**config.mk**
```make
export PLATFORM = sky130hd
export DESIGN_NAME = seg_key_sel
export DESIGN_NICKNAME = d
export VERILOG_FILES = /design/src/rtl/seg_prot_pkg.sv /design/src/rtl/seg_key_sel.sv
export SDC_FILE = /design/constraint.sdc
export NUM_CORES = 1
export LEC_CHECK = 0
export BUFFER_PORTS_ARGS = -buffer_cell sky130_fd_sc_hd__buf_2
export CORE_AREA = 3 3 202 204
export DETAILED_ROUTE_END_ITERATION = 7
export DIE_AREA = 0 0 205 207
export GPL_ROUTABILITY_DRIVEN = 1
export SLEW_MARGIN = 20
export SYNTH_ARGS = -nofsm -noshare
export SYNTH_HDL_FRONTEND = slang
export SYNTH_SLANG_ARGS = --single-unit
export TNS_END_PERCENT = 1
```
**constraint.sdc**
```tcl
create_clock -name vclk -period 3.43
set_input_delay 0.5145 -clock vclk [all_inputs]
set_output_delay 0.5145 -clock vclk [all_outputs]
set_load 0.005 [all_outputs]
```
**src/rtl/seg_prot_pkg.sv**
```systemverilog
package seg_prot_pkg;
  typedef enum logic [1:0] {
    ACC_LOAD  = 2'd0,
    ACC_STORE = 2'd1,
    ACC_FETCH = 2'd2,
    ACC_ALT   = 2'd3
  } acc_e;

  typedef enum logic [1:0] {
    CZ_NONE = 2'd0,
    CZ_NOEX = 2'd1,
    CZ_MISS = 2'd2,
    CZ_VIOL = 2'd3
  } cause_e;

  localparam int SEG_W     = 32;
  localparam int SB_DSTORE = 31;
  localparam int SB_KSUP   = 30;
  localparam int SB_KUSR   = 29;
  localparam int SB_NOEX   = 28;

  localparam int RT_RD = 0;
  localparam int RT_WR = 1;
  localparam int RT_EX = 2;

  localparam logic [31:0] FC_NOEX       = 32'h1000_0000;
  localparam logic [31:0] FC_MISS       = 32'h4000_0000;
  localparam logic [31:0] FC_MISS_STORE = 32'h4200_0000;
  localparam logic [31:0] FC_VIOL       = 32'h0800_0000;
  localparam logic [31:0] FC_VIOL_STORE = 32'h0A00_0000;
endpackage

```
**src/rtl/seg_key_sel.sv**
```systemverilog
module seg_key_sel
  import seg_prot_pkg::*;
#(
  parameter int SEG_N = 16,
  localparam int SELW = $clog2(SEG_N)
) (
  input  logic [SEG_N*SEG_W-1:0] seg_regs,
  input  logic [SELW-1:0]        sel,
  input  logic                   user,
  output logic                   dstore,
  output logic                   noex,
  output logic                   key
);
  logic [SEG_W-1:0] seg_arr [SEG_N];
  logic [SEG_W-1:0] cur;
  logic             unused_seg_bits;

  for (genvar g = 0; g < SEG_N; g++) begin : g_unpack
    assign seg_arr[g] = seg_regs[g*SEG_W +: SEG_W];
  end

  assign cur    = seg_arr[sel];
  assign dstore = cur[SB_DSTORE];
  assign noex   = cur[SB_NOEX];
  assign key    = user ? cur[SB_KUSR] : cur[SB_KSUP];
  assign unused_seg_bits = ^cur[SB_NOEX-1:0];
endmodule

```
==> flow_metrics.tcl <==
set metrics [dict create \
    place_area_sq_um 1550 \
    finalSetupViolations 0 \
    powerDensity_nw_per_um2 76.4 \
    finalCritPeriodShare 0.831 \
    diodes 0 \
    max_freq_mhz 351 \
    drcViolationCount 0 \
    grt_max_degree 25 \
    synth_area_leader_cell "mux2i_1" \
    syn2layout_area_growth_pct 178 \
    wirelength_um 4330 \
    setup_slack_ps 578 \
    cts_setup_buffers 0 \
    grt_usage 0.0187 \
    syn_area_sq_um 556 \
    hold_violations 0 \
    p_sw_uw 52.3 \
    synthDistinctLibCells 16 \
    rows 73 \
    seqPwrFrac 0 \
    avgSynthCellArea_sq_um 10.5 \
    endpoint_kind "output port" \
    worstMarginPinSlew_ps 797 \
    tns_ps 0 \
    gp_congestion 0.635 \
    period_needed_ps 2850 \
    drt_iter0_drc 19 \
    syn_inst 53 \
    crit_fanout 24 \
    drt-pass1-iter-count 4 \
    synthesis.nets 570 \
    crit_arrival_ps 2340 \
    worstSetupStartpointType "input pin" \
    vias_per_cell 1.20 \
    vias 778 \
    required_ps 2920 \
    finish.utilization 0.0392 \
    maxSlewHeadroom 0.469 \
    hp-class "in -> out" \
    place_ws_ps 504 \
    final_area_sq_um 1550 \
    initial_core_util 0.0141 \
    design.die.area_sq_um 42400 \
    drive_gt1_frac 0.653 \
    critPathKind "in -> out" \
    seq_cells 0 \
    swShare 0.442 \
    core_area_sq_um 39500 \
    clkbuf_count 0 \
    synth_warnings 0 \
    rsz0062_at_grt "no" \
    gr-total-overflow 0 \
    layout.nets 640 \
    antenna_found_initial 4 \
    hold_buffers 0 \
    comb_power_share 1.000 \
    post_cts_resized 0 \
    slew_viol_final 0 \
    io_pins 520 \
    hpwl_um 4040 \
    cap_violations 0 \
    clkPwrFrac 0 \
    cellLeakagePower_uw 0.000498 \
    grt_pass1_wl_um 5430 \
    regArea_sq_um 0 \
    die_h_um 207 \
    io_buffer_count 72 \
    first_global_vias 796 \
    routedWlPerCell_um 6.70 \
    vdd_drop_max_mv 0.0455 \
    synth_area_leaders "mux2i_1 29%, mux4_2 28%, mux4_1 14%" \
    die_x_um 205 \
    hold_ws_ps 1530 \
    ant_nets 0 \
    synth_top_area_frac 0.288 \
    seq_area_frac_synth 0 \
    status "complete, no violations" \
    internal_power_uw 65.9 \
]
## power groups by stage
stage / combinational (uW) / clock, uW / sequential (uW)
2_1_floorplan: 55.1 / 0 / 0
3_3_place_gp: 120 / 0 / 0
3_5_place_dp: 123 / 0 / 0
4_1_cts: 123 / 0 / 0
5_1_grt: 131 / 0 / 0
6_report: 118 / 0 / 0
## cells by family (layout without fill, tap and decap cells)
family	Yosys count	in the layout	synth area share
muxes	26	26	0.714
and+or+nand+nor	14	14	0.126
AOI/OAI and AO/OA	9	9	0.113
buffers and inverters	4	72	0.0473
## Yosys cell counts
library cell,count
a211oi_1,1
a21oi_1,3
a22oi_1,4
a311o_1,1
and2_1,1
buf_2,3
buf_6,1
mux2i_1,16
mux4_1,3
mux4_2,7
nand2_1,6
nand2b_1,1
nand3_1,2
nand4b_1,1
nor2_1,1
nor2b_1,2
## final timing paths
check	end	cells after the start	start
worst max-delay path	key	7	sel[1]
worst min-delay path	noex	3	sel[3]
## metal layers
layer,vias to the layer above,wire [um],GRT usage
li1,364,-,-
met1,343,1840,0.0235
met2,57,1980,0.0331
met3,8,449,0.00613
met4,6,16,0
met5,-,41,0
## cell type report
class	instances	area, sq um
fillers	4736	37900
multi-input cells	49	529
repair buffers	72	360
well taps	525	657
## critical path, stage by stage
cell     delay, ps
buf_2          600
mux2i_1        470
a22oi_1        170
nand3_1        100
nand2_1         50
a311o_1        250
buf_2          150
## cell usage in the layout (no fill, tap or decap)
cell,n
a21oi_1,3
nand2_1,6
nand3_1,2
nor2b_1,2
mux4_2,7
nand2b_1,1
mux2i_1,16
mux4_1,3
nor2_1,1
and2_1,1
a311o_1,1
a211oi_1,1
buf_2,72
a22oi_1,4
nand4b_1,1
## metrics by stage
stage / power, uW / std cells
2_1_floorplan: 55.1 / 53
3_3_place_gp: 120 / 646
3_5_place_dp: 123 / 646
4_1_cts: 123 / 646
5_1_grt: 131 / 646
6_report: 118 / 646
Note: power is estimated with default switching activity, not from simulation.
